==> src/rtl/bsr_pkg.sv <==
// Package: chain geometry and cell classification for the boundary-scan
// register. Assumes the fixed 89-cell layout; all position queries are
// computed by constant functions so no table is written out.
package bsr_pkg;

    localparam int CHAIN_LEN = 89;
    localparam int LANES     = 4;
    localparam int LANE_W    = 8;
    localparam int DATA_W    = LANES * LANE_W;
    localparam int CTRL_CELL = CHAIN_LEN - 1;

    typedef enum logic [1:0] {
        CK_SPARE   = 2'd0,
        CK_OBSERVE = 2'd1,
        CK_DATA    = 2'd2,
        CK_CONTROL = 2'd3
    } cell_kind_e;

    // First chain position of each byte lane.
    function automatic int lane_base(input int lane);
        case (lane)
            0:       return 13;
            1:       return 23;
            2:       return 57;
            default: return 67;
        endcase
    endfunction

    // Placeholder positions that hold no pin.
    function automatic bit is_spare(input int c);
        return (c <= 3) || (c == 21) || (c == 22) || (c == 32) || (c == 33) ||
               (c == 38) || (c >= 53 && c <= 55) || (c == 65) || (c == 66) ||
               (c == 76) || (c == 77) || (c == 79) || (c == 82) || (c == 85);
    endfunction

    // Classify one chain position.
    function automatic cell_kind_e kind_of(input int c);
        if (c == CTRL_CELL) return CK_CONTROL;
        for (int l = 0; l < LANES; l++)
            if (c >= lane_base(l) && c < lane_base(l) + LANE_W) return CK_DATA;
        if (is_spare(c)) return CK_SPARE;
        return CK_OBSERVE;
    endfunction

    // Data bit index held by a data cell.
    function automatic int bit_of(input int c);
        for (int l = 0; l < LANES; l++)
            if (c >= lane_base(l) && c < lane_base(l) + LANE_W)
                return l * LANE_W + (c - lane_base(l));
        return 0;
    endfunction

    // Chain position of data bit k.
    function automatic int cell_of_bit(input int k);
        return lane_base(k / LANE_W) + (k % LANE_W);
    endfunction

    // Number of observe cells strictly below position c.
    function automatic int observe_ordinal(input int c);
        int n;
        n = 0;
        for (int i = 0; i < c; i++)
            if (kind_of(i) == CK_OBSERVE) n++;
        return n;
    endfunction

    localparam int NUM_OBS = observe_ordinal(CHAIN_LEN);

endpackage

==> src/rtl/bsr_shift_path.sv <==
// Shift/capture stage of the chain. Captures a parallel word or shifts
// toward the output end on the rising clock edge; capture wins if both
// strobes are high. Exposes selected cells as taps for the update stage.
// Assumes strobes are stable around the rising edge.
module bsr_shift_path
    import bsr_pkg::*;
#(
    parameter int LEN    = CHAIN_LEN,
    parameter int TAPS_W = DATA_W + 1
) (
    input  logic              tck,
    input  logic              rst_n,
    input  logic              shift_en,
    input  logic              capture_en,
    input  logic              scan_in,
    input  logic [LEN-1:0]    cap_d,
    output logic              scan_out,
    output logic [TAPS_W-1:0] tap_q
);

    logic [LEN-1:0] sr_q;

    // Chain register: reset, capture, or shift by one place.
    always_ff @(posedge tck) begin
        if (!rst_n)          sr_q <= '0;
        else if (capture_en) sr_q <= cap_d;
        else if (shift_en)   sr_q <= {sr_q[LEN-2:0], scan_in};
    end

    assign scan_out = sr_q[LEN-1];

    // Tap out the data cells and the control cell for the update latches.
    for (genvar k = 0; k < TAPS_W - 1; k++) begin : g_tap
        assign tap_q[k] = sr_q[cell_of_bit(k)];
    end
    assign tap_q[TAPS_W-1] = sr_q[CTRL_CELL];

endmodule

==> src/rtl/bsr_update_bank.sv <==
// Update latches for cells that drive pins. Load on the falling clock
// edge when update is requested, otherwise hold. Assumes update_en is
// set up before the falling edge.
module bsr_update_bank #(
    parameter int W = 33
) (
    input  logic         tck,
    input  logic         rst_n,
    input  logic         update_en,
    input  logic [W-1:0] d,
    output logic [W-1:0] q
);

    // Falling-edge update register with synchronous clear.
    always_ff @(negedge tck) begin
        if (!rst_n)         q <= '0;
        else if (update_en) q <= d;
    end

endmodule

==> src/rtl/bsr_pin_mux.sv <==
// Pad-side selection for the data lines: core path in normal mode,
// update latches in test mode, every driver off under force. Purely
// combinational.
module bsr_pin_mux #(
    parameter int W = 32
) (
    input  logic         test_mode,
    input  logic         force_hiz,
    input  logic [W-1:0] upd_data,
    input  logic         upd_ctrl,
    input  logic [W-1:0] core_out,
    input  logic [W-1:0] core_oe,
    output logic [W-1:0] pad_out,
    output logic [W-1:0] pad_oe
);

    for (genvar k = 0; k < W; k++) begin : g_line
        // Per-line value and enable selection.
        always_comb begin
            pad_out[k] = test_mode ? upd_data[k] : core_out[k];
            if (force_hiz)      pad_oe[k] = 1'b0;
            else if (test_mode) pad_oe[k] = upd_ctrl;
            else                pad_oe[k] = core_oe[k];
        end
    end

endmodule

==> src/rtl/bsr_chain.sv <==
// Top of the boundary-scan register. Routes each cell's capture source by
// its kind, connects the shift path, the update bank and the pad mux.
// Assumes a controller issues one strobe kind per cycle and that the
// pads interpret a 0 enable as high impedance.
module bsr_chain
    import bsr_pkg::*;
#(
    parameter logic SPARE_CAPTURE = 1'b0
) (
    input  logic               tck,
    input  logic               rst_n,
    input  logic               shift_en,
    input  logic               capture_en,
    input  logic               update_en,
    input  logic               test_mode,
    input  logic               force_hiz,
    input  logic               scan_in,
    output logic               scan_out,
    input  logic [NUM_OBS-1:0] in_pins,
    input  logic [DATA_W-1:0]  pad_in,
    input  logic [DATA_W-1:0]  core_out,
    input  logic [DATA_W-1:0]  core_oe,
    output logic [DATA_W-1:0]  core_in,
    output logic [DATA_W-1:0]  pad_out,
    output logic [DATA_W-1:0]  pad_oe
);

    localparam int UPD_W = DATA_W + 1;

    logic [CHAIN_LEN-1:0] cap_d;
    logic [UPD_W-1:0]     tap_q;
    logic [UPD_W-1:0]     upd_q;

    // Capture source per cell, chosen by its kind.
    for (genvar c = 0; c < CHAIN_LEN; c++) begin : g_cell
        if (kind_of(c) == CK_OBSERVE) begin : g_obs
            assign cap_d[c] = in_pins[observe_ordinal(c)];
        end else if (kind_of(c) == CK_DATA) begin : g_dat
            assign cap_d[c] = pad_in[bit_of(c)];
        end else if (kind_of(c) == CK_CONTROL) begin : g_ctl
            assign cap_d[c] = upd_q[UPD_W-1];
        end else begin : g_spr
            assign cap_d[c] = SPARE_CAPTURE;
        end
    end

    bsr_shift_path #(.LEN(CHAIN_LEN), .TAPS_W(UPD_W)) u_shift (
        .tck        (tck),
        .rst_n      (rst_n),
        .shift_en   (shift_en),
        .capture_en (capture_en),
        .scan_in    (scan_in),
        .cap_d      (cap_d),
        .scan_out   (scan_out),
        .tap_q      (tap_q)
    );

    bsr_update_bank #(.W(UPD_W)) u_upd (
        .tck       (tck),
        .rst_n     (rst_n),
        .update_en (update_en),
        .d         (tap_q),
        .q         (upd_q)
    );

    bsr_pin_mux #(.W(DATA_W)) u_mux (
        .test_mode (test_mode),
        .force_hiz (force_hiz),
        .upd_data  (upd_q[DATA_W-1:0]),
        .upd_ctrl  (upd_q[UPD_W-1]),
        .core_out  (core_out),
        .core_oe   (core_oe),
        .pad_out   (pad_out),
        .pad_oe    (pad_oe)
    );

    // Observed data always reaches the core.
    assign core_in = pad_in;

endmodule

==> config.mk <==
export PLATFORM = sky130hd
export DESIGN_NAME = bsr_chain
export DESIGN_NICKNAME = d
export VERILOG_FILES = /design/src/rtl/bsr_pkg.sv /design/src/rtl/bsr_shift_path.sv /design/src/rtl/bsr_update_bank.sv /design/src/rtl/bsr_pin_mux.sv /design/src/rtl/bsr_chain.sv
export SDC_FILE = /design/constraint.sdc
export NUM_CORES = 1
export LEC_CHECK = 0
export BUFFER_PORTS_ARGS = -buffer_cell sky130_fd_sc_hd__buf_2
export CAP_MARGIN = 10
export CORE_AREA = 2 2 109 121
export DETAILED_ROUTE_END_ITERATION = 16
export DIE_AREA = 0 0 111 123
export PLACE_DENSITY = 0.85
export RECOVER_POWER = 25
export SETUP_SLACK_MARGIN = 0.5
export SYNTH_ARGS = -nofsm -noshare
export SYNTH_HDL_FRONTEND = slang
export SYNTH_SLANG_ARGS = --single-unit
==> constraint.sdc <==
create_clock -name tck -period 2.9 [get_ports tck]
set_input_delay 0.29 -clock tck [delete_from_list [all_inputs] [get_ports tck]]
set_output_delay 0.29 -clock tck [all_outputs]
set_load 0.01 [all_outputs]
After elaboration in Yosys (flattened, before gate mapping)
Index checks and enable logic that the tools add are counted.

Input bits: 141. Output and inout bits: 97. Word-level logic and storage cells: 104. Flip-flop bits (word level): 122.

Multiplexer cells: 98. Reduce and logical (&&, ||, !) cells: 2. Bitwise operators: 1.

Operator list (count): 2-to-1 mux 89 bit (2); 2-to-1 mux 1 bit (96); nonzero test 2 bit (1); OR reduction 2 bit (1); NOT 1 bit (1).

Longest topological paths before layout
Gate-level depths: netlist (run 1).

Word-level depth: 2. Mapped depth: 5. Mapped depth without buffers: 2.

Hierarchy
Synthesis (run 1) repeated with hierarchy kept, for this count alone.

Cell total of the unflattened synthesis: 678. Area, all modules: 7209.4 um^2.

By module, submodules not included: bsr_shift_path (sequential area each 1781.7 um^2, times used 1, area an instance 4707.0 um^2, cells each 428); bsr_update_bank (sequential area each 660.6 um^2, times used 1, area an instance 1283.7 um^2, cells each 107); bsr_pin_mux (sequential area each 0.0 um^2, times used 1, area an instance 974.7 um^2, cells each 110); bsr_chain (sequential area each 0.0 um^2, times used 1, area an instance 244.0 um^2, cells each 33).

==> results.md, run 1 <==
* Final WS setup at -0.2237 ns
* Most used routing layer: met2
* CTS max path bufs at 2
* Final TNS setup at -6.170 ns
* Final hold violation count at 0
* Num ports at 238
* Gpl congestion at 0.8398
* Routed vias/inst at roughly 5.3
* Max transition margin at -11.98%
* Die width at about 110 um
* Slowest cell on crit path: dfxtp_4
* Slowest stage delay, CP at about 0.37 ns
* Die ar. at 0.01365 mm2
* Dpl ws at between 0.15 and 0.2 ns
* Total Nets Final at 983
* Share of post-route cells with drive strength above 1 at 47.49%
* CP cell instances: nand2_8, buf_16, a21oi_4, buf_2
* Seq/Total Area, Yosys at 36.32%
* Met1 Use GR at a little over a quarter
* Setup Skew at around 0.044 ns
* Average wire per cell in the routed design at 16.89 um
* Syn Inst Count at 622
* First-pass GRT wire length at around 27 mm
* Power per standard cell area at about 550 mW/mm2
* Number of clock sinks at about 120
* Filler cells at 846
* Post-DP Area at 0.008107 mm2
* RSZ-0062 raised after global routing: true
* Global Route met3 Usage at ~6.4%
* Core ar. at 0.01243 mm2
* Slew @ Worst Pin at 1.680 ns
* Rows at between 40 and 50
* Vias at ~5300
* Grt ovf at 0
* Hpwl dp at 11.09 mm
* Critical Path End Type: output port
* Critical path class: register to output port
* Initial DRC count at 231
* Syn Area/Cell at 10.81 um2
* Die height at 123 um
* Fin. max-slew vios at 90
* Delay-heaviest family, CP: flip-flops
* Crit path DAT at around 2.8 ns
* Number of max-cap violations at 1
* Startpoint Class: register
* P&R area growth vs syn at 38.75%
* Yosys Warn Count at 0
* Commonest non-fill, non-tap cell in the layout: buf_2
* Commonest non-fill, non-tap cells in the layout: buf_2 (146), nand2b_1 (99), dfxtp_1 (91), mux2_4 (82), o211a_1 (70)
* CTS HTree Levels at 4
* Total chip power at between 5 and 6 mW
* Yosys reg bits at about 120
* Drt pass-1 iters at 4
* DRC Markers at 0
* Largest net degree at the start of global routing at 90
* Design Area, Final at between 0.009 and 0.01 mm2
* Root buf cell: clkbuf_16
* WP data required at roughly 2.6 ns
* DRT Wirelength at about 17 mm
* Clk slew on worst S/H paths at approximately 0.060 ns
* CTS tree: built
* Unique cell type count in the Yosys netlist at 17
* CTS buffer count at 17
* Number of routed nets with antenna violations at 0
* Status: finished, violations left
* Pleak at about 4.8 nW
* Initial antenna violation count at 2
* Buffer and inverter count on the worst path at 2
* HP Class: primary input to register
* Setup violations, final at 34
* M2 GR Usage at a little under half
* Clock latency on the worst-skew pair at approximately 0.44 ns
* Vias in the first global route at 5555
* Gr usage total at between 20% and 30%
* CP max FO at 6
* Failing checks: capacitance limit, slew limit, setup timing
* Starting Density at 54.11%
* Port bufs at 237
* Worst VDD drop at 0.3972 mV
* Post-Syn Nets at ~760
* # hold bufs at CTS at 0
* Syn Std Cell Area at between 0.006 and 0.007 mm2
==> cell type report <==
type | count | area (um2) | area share (%)
diodes | 1 | 2.502 | 0.02682
clock buffers | 25 | 476.7 | 5.109
clock inverters | 40 | 259.0 | 2.776
multi-input cells | 412 | 4130 | 44.26
flip-flops and latches | 122 | 2484 | 26.62
well taps | 157 | 196.4 | 2.105
repair buffers | 256 | 1783 | 19.11
==> what timing repair did <==
item	CTS	global route
setup buffers	2	3
setup endpoints to repair	64	64
pin swaps	1	0
gates resized for setup	101	14
cloned	1	0
hold endpoints to repair	0	0
==> report_power, final <==
group | internal (mW) | total, mW | switching [mW]
logic | 0.500 | 0.868 | 0.368
registers | 1.78 | 1.85 | 0.0672
clock network | 1.55 | 2.40 | 0.851
total | 3.83 | 5.11 | 1.29
==> Yosys cell counts, drive strengths merged <==
| cell type | count | share of area, % |
|---|---|---|
| nor2 | 19 | 1.1 |
| a21oi | 32 | 2.4 |
| clkbuf | 22 | 1.2 |
| mux2i | 52 | 7.7 |
| inv | 1 | 0.056 |
| nand2 | 1 | 0.056 |
| mux2 | 102 | 21 |
| o211a | 70 | 10 |
| dfxtp | 122 | 36 |
| nand2b | 99 | 9.2 |
| buf | 65 | 7.1 |
| nor2b | 33 | 3.1 |
| or2b | 4 | 0.45 |
==> worst register-to-register path: stages (launching register included) <==
cell and delay, ns:
dfxtp_4 0.35, buf_4 0.13, nand2b_1 0.13, o211a_1 0.13
==> routing by layer <==
metal	vias to the layer above	part of all wire (%)	wire [um]
met3	35	6.1	1040
met2	207	52	8845
met1	2504	40	6790
met4	2	2.4	418
li1	2577	-	-
met5	-	0.076	13
==> registers in the layout, summed over array words and instances, names as in the netlist <==
| name | flops |
|---|---|
| u_shift.sr_q | 89 |
| u_upd.q | 33 |
==> logic make-up (layout without fill, tap and decap cells) <==
group,count (synthesis),after routing,synth area share [%]
flops,122,122,36.32
compound gates,102,102,12.80
mux,154,154,28.61
buf+inv,88,321,8.428
simple gates,156,156,13.84
other cells,0,1,0
==> path summary, 6_finish.rpt <==
| kind | start | endpoint | slack, ns | cells past startpoint |
|---|---|---|---|---|
| hold / removal | scan_in | u_shift.sr_q[0]$_SDFFE_PP0P_ | 0.15 | 3 |
| hold reg to reg | u_shift.sr_q[2]$_SDFFE_PP0P_ | u_shift.sr_q[3]$_SDFFE_PP0P_ | 0.50 | 2 |
| setup reg to reg | u_upd.q[32]$_SDFFE_NN0P_ | u_shift.sr_q[88]$_SDFFE_PN0P_ | 0.57 | 3 |
| setup / recovery | u_upd.q[32]$_SDFFE_NN0P_ | pad_oe[9] | -0.22 | 4 |
==> metrics by stage <==
stage / instances / utilization [%] / hold WS (ns)
floorplan: 622 / - / 0.4372
global placement: 942 / 65.23 / 0.4705
detailed placement: 942 / 65.23 / 0.4864
CTS: 1009 / 74.88 / 0.1369
global route: 1013 / 75.08 / 0.1590
finish: 1013 / 75.08 / 0.1488
Note: power is estimated with default switching activity, not from simulation.
==> run 2: changes to the inputs <==
--- a/config.mk
+++ b/config.mk
@@ -7,9 +7,9 @@
 export LEC_CHECK = 0
 export BUFFER_PORTS_ARGS = -buffer_cell sky130_fd_sc_hd__buf_2
 export CAP_MARGIN = 10
-export CORE_AREA = 2 2 109 121
+export CORE_AREA = 2 2 120 110
 export DETAILED_ROUTE_END_ITERATION = 16
-export DIE_AREA = 0 0 111 123
+export DIE_AREA = 0 0 122 112
 export PLACE_DENSITY = 0.85
 export RECOVER_POWER = 25
 export SETUP_SLACK_MARGIN = 0.5
==> results.md, run 2 (synthesized netlist as in run 1, its figures left out) <==
* Status: finished, violations left
* Failing checks: capacitance limit, slew limit, setup timing
* Fin cells at 1019 (+0.59%)
* Hold_sp: scan_in
* Share of post-route cells with drive strength above 1 at 47.42% (-0.068 points)
* Flop pwr share at 36.5% (+0.4 points)
* Die height at 112 um (-8.9%)
* Number of clock sinks at 122 (unchanged)
* First-pass GRT wire length at 27.03 mm (-0.91%)
* Fin. max-slew vios at 53 (-41%)
* Slowest cell on crit path: dfxtp_4
* Initial antenna violation count at 3 (+1)
* Post-DP Area at 0.008055 mm2 (-0.63%)
* Total chip power at 5.045 mW (-1.4%)
* Largest register FFs at 89 (unchanged)
* Final WS setup at -0.2298 ns (-0.006104 ns)
* Clock latency on the worst-skew pair at 0.45 ns (about the same)
* Sw Share at 26.51% (+1.4 points)
* Startpoint Class: register
* Total Nets Final at 980 (-0.31%)
* Combinational Power Share at 17.1% (about the same)
* Power per standard cell area at 543.8 mW/mm2 (-0.77%)
* Reg2reg path depth at 3 (unchanged)
* Reg2Reg Setup Slack at 0.55 ns (-0.02 ns)
* Delay-heaviest family, CP: flip-flops
* Largest net degree at the start of global routing at 91 (+1.1%)
* Num ports at 238 (unchanged)
* CTS tree: built
* CTS buffer count at 17 (unchanged)
* Core ar. at 0.01244 mm2 (+0.12%)
* P&R area growth vs syn at 37.93%
* DRT Wirelength at 17.84 mm (+4.3%)
* R2R Path End: u_shift.sr_q[88]$_SDFFE_PN0P_
* Starting Density at 54.05% (-0.065 points)
* Setup Skew at 0.03956 ns (-0.004116 ns)
* Drt pass-1 iters at 4 (unchanged)
* CTS HTree Levels at 4 (unchanged)
* Placed cells at 946 (+0.42%)
* Largest Register: u_shift.sr_q
* Worst VDD drop at 0.3493 mV (-12%)
* Initial DRC count at 167 (-28%)
* Largest registers: u_shift.sr_q: 89 flops, u_upd.q: 33 flops
* Root buf cell: clkbuf_16
* DRC Markers at 0 (unchanged)
* Gr usage total at 25.56% (+0.93 points)
* Number of max-cap violations at 1 (unchanged)
* Rows at 39 (-9.3%)
* Max transition margin at -44.95% (-33 points)
* Filler cells at 826 (-2.4%)
* Final hold violation count at 0 (unchanged)
* Endpoint, Worst Hold: u_shift.sr_q[0]$_SDFFE_PP0P_
* Crit path DAT at 2.84 ns (about the same)
* Hold WS at 0.1499 ns (+0.001081 ns)
* Slowest stage delay, CP at 0.36 ns (about the same)
* Min-Delay Path Depth at 3 (unchanged)
* Commonest non-fill, non-tap cell in the layout: buf_2
* Vias at 5392 (+1.3%)
* Worst r2r src: u_upd.q[32]$_SDFFE_NN0P_
* Slew @ Worst Pin at 2.174 ns (+0.4945 ns)
* Die ar. at 0.01366 mm2 (about the same)
* Setup violations, final at 36 (+5.9%)
* Hpwl dp at 11.66 mm (+5.1%)
* Port bufs at 237 (unchanged)
* # hold bufs at CTS at 0 (unchanged)
* Grt ovf at 0 (unchanged)
* CTS max path bufs at 2 (unchanged)
* Clock Power Share at 46.4% (-0.5 points)
* Die width at 122 um (+9.9%)
* Vias in the first global route at 5504 (-0.92%)
* Number of routed nets with antenna violations at 0 (unchanged)
* Average wire per cell in the routed design at 17.51 um (+3.7%)
* Pleak at 4.831 nW (-0.28%)
* Critical Path End Type: output port
* Routed vias/inst at 5.291 (+0.66%)
* Buffer and inverter count on the worst path at 2 (unchanged)
* WP data required at 2.61 ns (about the same)
* CP max FO at 8 (+2)
* Commonest non-fill, non-tap cells in the layout: buf_2 (152), dfxtp_1 (101), nand2b_1 (99), mux2_4 (86), o211a_1 (70)
* CP cell instances: nand2_8, buf_16, a21oi_4, buf_6
* Internal power at 3.707 mW (-3.2%)
* Design Area, Final at 0.009276 mm2 (-0.59%)
* Critical path class: register to output port
* RSZ-0062 raised after global routing: true
* HP Class: primary input to register
* Gpl congestion at 0.7736 (-7.9%)
* Psw at 1.337 mW (+4.0%)
* Clk slew on worst S/H paths at 0.06 ns (about the same)
-- run 2: cell count changes in the layout (fill, tap and decap cells not counted), moves of 2 or more --
cell | previous run | this run
diode_2 | 1 | 3
dfxtp_1 | 91 | 101
bufinv_16 | 4 | 2
clkinv_2 | 0 | 2
mux2_4 | 82 | 86
clkbuf_1 | 39 | 33
buf_12 | 9 | 4
mux2_1 | 8 | 2
buf_6 | 57 | 51
dfxtp_2 | 30 | 20
mux2_2 | 12 | 14
inv_4 | 0 | 2
buf_16 | 1 | 4
buf_2 | 146 | 152
-- run 2: routing by layer --
layer  up-vias  part of all wire [%]  global-route usage [%]  wire length (um)
li1       2581                     -                       -                 -
met1      2598                    39                   27.21              6976
met2       185                    52                   47.41              9338
met3        28                   6.2                   6.045              1098
met4         0                   2.4                   11.19               428
met5         -                     0                       0                 0
-- run 2: what timing repair did --
item	4_1_cts	5_1_grt
pin swaps	1	1
gates cloned	3	0
buffers inserted	3	0
resized for setup	78	19
endpoints found under the hold margin	0	0
setup endpoints to repair	64	64
-- run 2: layout make-up --
class	count	area (um2)	area share, %
well taps	164	205.2	2.212
multi-input cells	412	4145	44.69
repair buffers	253	1717	18.51
clock inverters	45	241.5	2.603
clock buffers	20	489.2	5.274
diodes	3	7.507	0.08093
flip-flops and latches	122	2471	26.64
-- run 2: stage by stage --
stage          util [%]  setup WS [ns]  setup TNS (ns)
5_1_grt           74.55        -0.2889          -12.86
4_1_cts           74.03        -0.2498          -7.670
6_report          74.55        -0.2298          -6.869
3_5_place_dp      64.74         0.1574               0
3_3_place_gp      64.74         0.1790               0
2_1_floorplan         -         0.3895               0
-- run 2: worst max-delay path by stage --
stage | start | end | slack, ns | cells after the start
after global placement | u_upd.q[32]$_SDFFE_NN0P_ | pad_oe[1] | 0.18 | 4
after detailed placement | u_upd.q[32]$_SDFFE_NN0P_ | pad_oe[1] | 0.16 | 4
after floorplan | u_upd.q[32]$_SDFFE_NN0P_ | pad_oe[12] | 0.39 | 3
after CTS | u_upd.q[32]$_SDFFE_NN0P_ | pad_oe[31] | -0.25 | 4
final | u_upd.q[32]$_SDFFE_NN0P_ | pad_oe[24] | -0.23 | 4
after global routing | u_upd.q[32]$_SDFFE_NN0P_ | pad_oe[31] | -0.29 | 4
-- run 2: worst register-to-register path: cells and delay by family, from the launching register on --
family / cells / cell delay (ns)
AND/OR/NAND/NOR: 1 / 0.13
flip-flops: 1 / 0.35
AO/OA/AOI/OAI: 1 / 0.16
buffers and inverters: 1 / 0.13
-- run 2: power groups by stage --
stage	sequential, mW	clock, mW	combinational [mW]
floorplan	1.85	0.0716	0.584
global placement	1.86	0.0716	0.755
detailed placement	1.87	0.0716	0.776
CTS	1.84	2.36	0.853
global route	1.85	2.48	0.918
finish	1.84	2.34	0.861
==> run 3: changes to the inputs <==
--- a/config.mk
+++ b/config.mk
@@ -7,9 +7,9 @@
 export LEC_CHECK = 0
 export BUFFER_PORTS_ARGS = -buffer_cell sky130_fd_sc_hd__buf_2
 export CAP_MARGIN = 10
-export CORE_AREA = 2 2 120 110
+export CORE_AREA = 2 2 136 98
 export DETAILED_ROUTE_END_ITERATION = 16
-export DIE_AREA = 0 0 122 112
+export DIE_AREA = 0 0 138 100
 export PLACE_DENSITY = 0.85
 export RECOVER_POWER = 25
 export SETUP_SLACK_MARGIN = 0.5
==> results.md, run 3 (synthesized netlist as in run 1, its figures left out) <==
* Commonest non-fill, non-tap cell in the layout: buf_2
* P&R area growth vs syn at 37.28%
* Die height at 100 um (-11%)
* Number of clock sinks at 122 (unchanged)
* Dpl ws at 0.1875 ns (+0.03006 ns)
* HP Class: primary input to register
* Hpwl dp at 11.29 mm (-3.2%)
* Root buf cell: clkbuf_16
* Routed vias/inst at 5.202 (-1.7%)
* Area of the multi-input gates at 0.004055 mm2 (-2.2%)
* Average wire per cell in the routed design at 16.79 um (-4.1%)
* Vias at 5316 (-1.4%)
* Num ports at 238 (unchanged)
* Die width at 138 um (+13%)
* Port bufs at 237 (unchanged)
* Global Route met3 Usage at 5.248% (-0.80 points)
* M2 GR Usage at 44.63% (-2.8 points)
* Clock latency on the worst-skew pair at 0.45 ns (about the same)
* Met1 Use GR at 28.46% (+1.3 points)
* DRC Markers at 0 (unchanged)
* Post-DP Area at 0.008063 mm2 (about the same)
* CTS max path bufs at 2 (unchanged)
* Worst VDD drop at 0.5008 mV (+43%)
* Starting Density at 52.96% (-1.1 points)
* Largest registers: u_shift.sr_q: 89 flops, u_upd.q: 33 flops
* Clock Power Share at 46.1% (-0.3 points)
* Slew @ Worst Pin at 1.643 ns (-0.5313 ns)
* Rows at 35 (-10%)
* Grt ovf at 0 (unchanged)
* Combinational Power Share at 17.1% (about the same)
* Share of post-route cells with drive strength above 1 at 47.02% (-0.40 points)
* Setup violations, final at 34 (-5.6%)
* Startpoint Class: register
* Reg2Reg Setup Slack at 0.57 ns (+0.02 ns)
* Critical Path End Type: output port
* Internal power at 3.681 mW (-0.72%)
* Sw Share at 26.39% (-0.11 points)
* Max transition margin at -9.529% (+35 points)
* CP max FO at 8 (unchanged)
* Final hold violation count at 0 (unchanged)
* Critical path class: register to output port
* CTS buffer count at 17 (unchanged)
* Number of max-cap violations at 1 (unchanged)
* CTS HTree Levels at 4 (unchanged)
* Total Nets Final at 983 (+0.31%)
* Crit path DAT at 2.80 ns (-0.04 ns)
* Number of routed nets with antenna violations at 0 (unchanged)
* Largest register FFs at 89 (unchanged)
* Filler cells at 895 (+8.4%)
* Setup Skew at 0.04303 ns (+0.003475 ns)
* Design Area, Final at 0.009233 mm2 (-0.47%)
* Flop pwr share at 36.8% (+0.3 points)
* Sequential cell area at 0.002472 mm2 (about the same)
* DRT Wirelength at 17.16 mm (-3.8%)
* RSZ-0062 raised after global routing: true
* Vias in the first global route at 5413 (-1.7%)
* Status: finished, violations left
* Power per standard cell area at 541.6 mW/mm2 (-0.40%)
* CTS tree: built
* Gpl congestion at 0.8448 (+9.2%)
* Most used routing layer: met2
* Drt pass-1 iters at 4 (unchanged)
* Largest net degree at the start of global routing at 90 (-1.1%)
* Psw at 1.320 mW (-1.3%)
* Failing checks: capacitance limit, slew limit, setup timing
* Fin. max-slew vios at 90 (+70%)
* WP data required at 2.61 ns (about the same)
* Die ar. at 0.01380 mm2 (+1.0%)
* Final WS setup at -0.1931 ns (+0.03661 ns)
* Initial antenna violation count at 1 (-2)
* First-pass GRT wire length at 26.77 mm (-0.97%)
* Clk slew on worst S/H paths at 0.06 ns (about the same)
* Commonest non-fill, non-tap cells in the layout: buf_2 (149), dfxtp_1 (100), nand2b_1 (99), o211a_1 (70), mux2_4 (62)
* Initial DRC count at 186 (+11%)
* Gr usage total at 24.05% (-1.5 points)
* Core ar. at 0.01270 mm2 (+2.1%)
* Pleak at 4.769 nW (-1.3%)
* Largest Register: u_shift.sr_q
* # hold bufs at CTS at 0 (unchanged)
[run 3: changes by cell type in the layout (fill, tap and decap cells not counted), sizes merged]
cell	change
inv	-1
buf	+3
diode	-2
clkbuf	+1
[run 3: worst paths after layout]
check,start,to,cells after the start
worst min-delay path,scan_in,u_shift.sr_q[0]$_SDFFE_PP0P_,3
worst max-delay path,u_upd.q[32]$_SDFFE_NN0P_,pad_oe[4],4
worst min register to register,u_shift.sr_q[76]$_SDFFE_PP0P_,u_shift.sr_q[76]$_SDFFE_PP0P_,2
worst max register to register,u_upd.q[32]$_SDFFE_NN0P_,u_shift.sr_q[88]$_SDFFE_PN0P_,3
[run 3: per-layer routing]
metal / routed length (um) / vias up
met2: 8714 / 191
li1: - / 2578
met1: 7377 / 2531
met3: 885 / 16
met5: 0 / -
met4: 178 / 0
[run 3: area by class of cell]
type | count | area share (%)
flip-flops and latches | 122 | 26.78
clock inverters | 44 | 2.588
multi-input cells | 412 | 43.92
well taps | 166 | 2.250
clock buffers | 21 | 5.218
repair buffers | 256 | 19.22
diodes | 1 | 0.02710
[run 3: through the flow]
| stage | total power, mW | cells | utilization, % | TNS [ns] | hold slack, ns |
|---|---|---|---|---|---|
| floorplan | 2.503 | 622 | - | 0 | 0.4372 |
| detailed placement | 2.721 | 947 | 63.49 | 0 | 0.4838 |
| global placement | 2.692 | 947 | 63.49 | 0 | 0.4682 |
| CTS | 5.021 | 1017 | 72.28 | -5.421 | 0.1466 |
| global route | 5.210 | 1021 | 72.68 | -7.727 | 0.1871 |
| finish | 5.000 | 1022 | 72.70 | -5.398 | 0.1624 |
[run 3: critical path: stages (launching register included)]
cell	delay [ns]
dfxtp_4	0.37
nand2_8	0.10
buf_16	0.19
a21oi_4	0.12
buf_2	0.15
[run 3: power by group through the flow]
stage,sequential [mW],combinational (mW),clock [mW]
finish,1.84,0.854,2.31
global route,1.85,0.914,2.45
CTS,1.84,0.848,2.33
detailed placement,1.87,0.779,0.0716
global placement,1.86,0.758,0.0716
floorplan,1.85,0.584,0.0716
[run 3: timing repair]
| action | CTS | global route |
|---|---|---|
| setup endpoints to repair | 64 | 64 |
| buffers inserted | 3 | 4 |
| gates resized for setup | 69 | 21 |
| pin swaps | 0 | 1 |
| cloned | 3 | 0 |
